==> src/rtl/bfu_pkg.sv <==
package bfu_pkg;
  localparam int DATA_W = 32;
  localparam int POS_W  = $clog2(DATA_W);

  typedef enum logic [1:0] {
    BF_CLR = 2'd0,
    BF_SET = 2'd1,
    BF_XOR = 2'd2,
    BF_EXT = 2'd3
  } bf_op_e;
endpackage

==> src/rtl/bfu_param_mux.sv <==
module bfu_param_mux #(
  parameter int DATA_W = 32,
  parameter int POS_W  = 5
) (
  input  logic              use_reg,
  input  logic [DATA_W-1:0] reg_word,
  input  logic [POS_W-1:0]  imm_a,
  input  logic [POS_W-1:0]  imm_b,
  output logic [POS_W-1:0]  eff_a,
  output logic [POS_W-1:0]  eff_b
);
  localparam int A_LSB = POS_W;

  always_comb begin
    if (use_reg) begin
      eff_a = reg_word[A_LSB +: POS_W];
      eff_b = reg_word[0 +: POS_W];
    end else begin
      eff_a = imm_a;
      eff_b = imm_b;
    end
  end
endmodule

==> src/rtl/bfu_mask_gen.sv <==
module bfu_mask_gen #(
  parameter int DATA_W = 32,
  parameter int POS_W  = 5
) (
  input  logic [POS_W-1:0]  msb,
  input  logic [POS_W-1:0]  lsb,
  output logic [DATA_W-1:0] mask
);
  for (genvar i = 0; i < DATA_W; i++) begin : g_bit
    assign mask[i] = (POS_W'(i) >= lsb) && (POS_W'(i) <= msb);
  end


  always_comb begin
    if (msb < lsb) empty_mask_chk: assert (mask == '0);
  end
endmodule

==> src/rtl/bfu_extract.sv <==
module bfu_extract #(
  parameter int DATA_W = 32,
  parameter int POS_W  = 5
) (
  input  logic [DATA_W-1:0] din,
  input  logic [POS_W-1:0]  lshift,
  input  logic [POS_W-1:0]  rshift,
  output logic [DATA_W-1:0] dout
);
  logic [DATA_W-1:0] left_stage;

  always_comb begin
    left_stage = din << lshift;
    dout       = left_stage >> rshift;
  end
endmodule

==> src/rtl/bfu_unit.sv <==
module bfu_unit
  import bfu_pkg::*;
#(
  parameter int W  = DATA_W,
  parameter int PW = POS_W
) (
  input  logic          clk,
  input  logic          rst,
  input  logic          in_valid,
  input  logic [1:0]    op_sel,
  input  logic [W-1:0]  operand,
  input  logic [W-1:0]  src2,
  input  logic          use_reg_param,
  input  logic [PW-1:0] imm_a,
  input  logic [PW-1:0] imm_b,
  output logic [W-1:0]  result,
  output logic          out_valid
);
  logic [PW-1:0] fa, fb;
  logic [W-1:0]  field_mask, ext_val, next_res;
  bf_op_e        op;

  assign op = bf_op_e'(op_sel);

  bfu_param_mux #(.DATA_W(W), .POS_W(PW)) u_pmux (
    .use_reg(use_reg_param), .reg_word(src2),
    .imm_a(imm_a), .imm_b(imm_b), .eff_a(fa), .eff_b(fb)
  );

  bfu_mask_gen #(.DATA_W(W), .POS_W(PW)) u_mask (
    .msb(fa), .lsb(fb), .mask(field_mask)
  );

  bfu_extract #(.DATA_W(W), .POS_W(PW)) u_ext (
    .din(operand), .lshift(fa), .rshift(fb), .dout(ext_val)
  );

  always_comb begin
    unique case (op)
      BF_CLR:  next_res = operand & ~field_mask;
      BF_SET:  next_res = operand | field_mask;
      BF_XOR:  next_res = operand ^ src2;
      default: next_res = ext_val;
    endcase
  end

  always_ff @(posedge clk) begin
    if (rst) begin
      out_valid <= 1'b0;
      result    <= '0;
    end else begin
      out_valid <= in_valid;
      if (in_valid) result <= next_res;
    end
  end


  reset_quiet_chk: assert property (@(posedge clk) rst |=> (!out_valid && result == '0));

  valid_follow_chk: assert property (@(posedge clk) disable iff (rst) in_valid |=> out_valid);

  idle_hold_chk: assert property (@(posedge clk) disable iff (rst)
    !in_valid |=> (!out_valid && $stable(result)));

  clear_no_set_chk: assert property (@(posedge clk) disable iff (rst)
    (in_valid && op == BF_CLR) |=> ((result & ~$past(operand)) == '0));

  set_no_clear_chk: assert property (@(posedge clk) disable iff (rst)
    (in_valid && op == BF_SET) |=> ((~result & $past(operand)) == '0));

  extract_width_chk: assert property (@(posedge clk) disable iff (rst)
    (in_valid && op == BF_EXT && fa <= fb) |=>
    ((result >> (W - int'($past(fb)))) == '0));
endmodule

==> config.mk <==
export PLATFORM = sky130hd
export DESIGN_NAME = bfu_unit
export DESIGN_NICKNAME = d
export VERILOG_FILES = /design/src/rtl/bfu_pkg.sv /design/src/rtl/bfu_param_mux.sv /design/src/rtl/bfu_mask_gen.sv /design/src/rtl/bfu_extract.sv /design/src/rtl/bfu_unit.sv
export SDC_FILE = /design/constraint.sdc
export NUM_CORES = 1
export LEC_CHECK = 0
export ABC_AREA = 0
export BUFFER_PORTS_ARGS = -buffer_cell sky130_fd_sc_hd__buf_2
export CELL_PAD_IN_SITES_DETAIL_PLACEMENT = 0
export CELL_PAD_IN_SITES_GLOBAL_PLACEMENT = 1
export CORE_MARGIN = 2
export CORE_UTILIZATION = 42
export CTS_BUF_LIST = sky130_fd_sc_hd__clkbuf_16
export CTS_CLUSTER_SIZE = 8
export DETAILED_ROUTE_END_ITERATION = 10
export HOLD_SLACK_MARGIN = 0.1
export PLACE_DENSITY = 0.8
export REMOVE_ABC_BUFFERS = 1
export SYNTH_ARGS = -nofsm -noshare
export SYNTH_HDL_FRONTEND = slang
export SYNTH_SLANG_ARGS = --single-unit
==> constraint.sdc <==
create_clock -name clk -period 4.12 [get_ports clk]
set_clock_uncertainty 0.1 [all_clocks]
set_input_delay 0.412 -clock clk [delete_from_list [all_inputs] [get_ports clk]]
set_output_delay 0.412 -clock clk [all_outputs]
set_load 0.02 [all_outputs]
==> reports/qor.csv <==
stage;metric;value;unit
place;Port Buf Inserts;112;
finish;final cell area excluding filler cells;7850;um^2
floorplanning;Die Wd;128;um
synth;predominant post-synthesis flop cell;dfxtp_1;
cts;TritonCTS buffer count;5;
run_status;run status;complete, no violations;
worst_setup_path;Worst EP required;4140;ps
power;Pleak;3.10;nW
cts;Skew-Pair Late Insertion Delay;280;ps
synth;Mean Syn Cell Area;6.89;um^2
place;placed inst area;7690;um^2
timing;count of final hold-check violations;0;
floorplanning;Core Region;15100;um^2
global_routing;antenna violations before repair;0;
worst_setup_path;Max FO, Critical Path;16;
floorplanning;Die Span Y;128;um
worst_setup_path;CP max stage delay;530;ps
power;pwr/cell area;282;nW/um^2
place;post-DP HPWL;28.5;mm
synth;synth unique cells;76;
power;Peak VDD IR;0.146;mV
drt;vias;9250;
power;Power Total;2.21;mW
worst_setup_path;Setup crit end kind;register;
cts;clock sinks;33;
synth;post-synthesis xor/xnor area fraction;0;%
timing;Slew HR;35.6;%
global_routing;GRT Total Usage;43.0;%
synth;Post-Synth Simple-Gate Area;22.8;%
synth;post-synthesis sequential area ratio;10.3;%
place;routability cong.;1.07;
cts;cts hold-fix bufs;0;
timing;final worst slack;256;ps
cts;CTS tree;built;
cts;Max Root-Sink Buffers;2;
synth;Post-synth EDFFs;0;
synth;Mapped Area;6410;um^2
synth;compound-cell area share of the yosys netlist;45.9;%
worst_hold_path;HP Class;register to register;
timing;Worst-Margin Slew;962;ps
synth;largest family of logic cells by synthesized area;compound AO/OA/AOI/OAI gates;
synth;commonest cells in the netlist;93 x nor2_1, 85 x nand2_1, 62 x clkbuf_1, 62 x o21ai_0, 56 x a21oi_1;
drt;Post-Route WL;36.0;mm
synth;top cell type's share of synthesized area;10.3;%
floorplanning;starting density of the core;42.5;%
global_routing;total grt overflow;0;
timing;period utilization;93.8;%
floorplanning;Die ar.;16300;um^2
worst_setup_path;critical path buffer and inverter count;3;
worst_setup_path;Slowest-stage cell, CP;a2111oi_0;
synth;Post-synth ARST share;0;%
finish;share of layout cells above drive strength 1;25.3;%
worst_setup_path;cells on worst reg2reg path;6;
worst_setup_path;CP Depth;13;
floorplanning;Top Ports;113;
finish;ANT cells;0;
floorplanning;Row Count;45;
worst_setup_path;CP Data Arrival Time;3890;ps
drt;Pre-antenna DRT Iters;8;
drt;DRT iter0 DRCs;1283;
worst_setup_path;crit-path leading delay family;compound AO/OA/AOI/OAI gates;
place;pre-CTS setup slack;39.3;ps
worst_setup_path;Startpoint Class;primary input;
finish;area grow syn2layout;22.4;%
cts;Root Buffer;clkbuf_16;
timing;RSZ-0062 raised after global routing;no;
timing;final setup fails;0;
run;Max-Cap Viols;0;
timing;Max Fclk;259;MHz
synth;area leader, netlist;dfxtp_1;
synth;synth top area cells;dfxtp_1 10%, mux2i_1 7.3%, nor2_1 5.4%;
cts;post-CTS setup buffers;0;
synth;post-synthesis register bit count;33;
finish;Final #Nets;1152;
worst_setup_path;crit-path cells;buf_2, buf_4, mux2i_2, buf_4, nand2_1, a221oi_1, a21oi_1, a32oi_1, o21ai_0, a221o_1, nor2_1, a21oi_1, a2111oi_0;
worst_setup_path;reg2reg setup slack;2880;ps
synth;Syn. warnings;0;
drt;DRC Markers;0;
timing;Final Slew Violations;0;
global_routing;vias in the first global route;8435;
worst_hold_path;hold depth;2;
synth;post-synthesis adder-cell area fraction;0;%
synth;Syn Inst Count;931;
cts;clk slew on worst S/H paths;50;ps
drt;DR WL/cell;28.6;um
finish;Fillers;1542;
cts;H-tree Lvls;2;
worst_setup_path;crit path kind;primary input to register;
global_routing;first-pass GRT wire length;53.4;mm
global_routing;largest net degree at the start of global routing;43;
synth;count leader, synth;nor2_1;
drt;routed vias/inst;7.34;
synth;mux share of post-synthesis cell area;13.9;%
drt;final antenna-violating net count;0;
timing;post-layout min period;3860;ps
cts;Post-CTS Resized;0;
[final cells by class]
cell class	instances	area, um^2	area share [%]
clock buffers	5	125	1.59
well taps	188	235	3.00
repair buffers	218	1390	17.8
clock inverters	3	37.5	0.478
flip-flops and latches	33	661	8.42
multi-input cells	800	5350	68.1
inverters	14	52.6	0.669
[state kept, by name (all words and copies together), names as in the netlist]
signal / count
out_valid: 1
result: 32
[worst register-to-register path, delay by kind of cell (launching register included)]
family | cells | cell delay [ps]
AND/OR/NAND/NOR | 4 | 480
flip-flops | 1 | 330
AO/OA/AOI/OAI | 2 | 270
[metrics by stage]
stage	TNS [ps]	utilization, %	hold WS, ps	cells
after floorplan	0	-	384	847
after global placement	-4.32	50.9	350	1253
after detailed placement	0	50.9	363	1253
after CTS	0	52.0	374	1261
after global routing	0	52.0	393	1261
final	0	52.0	373	1261
[final timing paths]
check	start	end
min reg2reg	result[30]$_SDFFE_PP0P_	result[30]$_SDFFE_PP0P_
max	use_reg_param	result[7]$_SDFFE_PP0P_
max reg2reg	result[15]$_SDFFE_PP0P_	result[15]$_SDFFE_PP0P_
min	result[30]$_SDFFE_PP0P_	result[30]$_SDFFE_PP0P_
[layer usage]
| layer | track usage (%) | share of wire, % | vias up |
|---|---|---|---|
| li1 | - | - | 4028 |
| met1 | 58.2 | 40 | 4274 |
| met2 | 64.8 | 42 | 785 |
| met3 | 6.53 | 11 | 163 |
| met4 | 25.5 | 7.4 | 0 |
| met5 | 0 | 0 | - |
[cell usage in the layout (no fill, tap or decap), types with 38 or more instances in the layout]
master,n
a22oi_1,38
nor2_1,93
o22ai_1,47
o21ai_0,62
a21oi_1,56
nand3_1,46
buf_4,103
mux2i_1,41
buf_2,112
nand2_1,85
[report_power, final]
| part | switching (mW) | leakage (nW) | internal, mW | total (mW) |
|---|---|---|---|---|
| logic | 0.933 | 2.75 | 0.502 | 1.44 |
| registers | 0.0153 | 0.273 | 0.348 | 0.363 |
| clock network | 0.136 | 0.0826 | 0.281 | 0.417 |
[cell families (layout without fill, tap and decap cells)]
family / after synthesis / count (layout)
AOI/OAI and AO/OA: 409 / 409
muxes: 72 / 72
buffers and inverters: 98 / 240
and+or+nand+nor: 319 / 319
DFF: 33 / 33
Note: power is estimated with default switching activity, not from simulation.
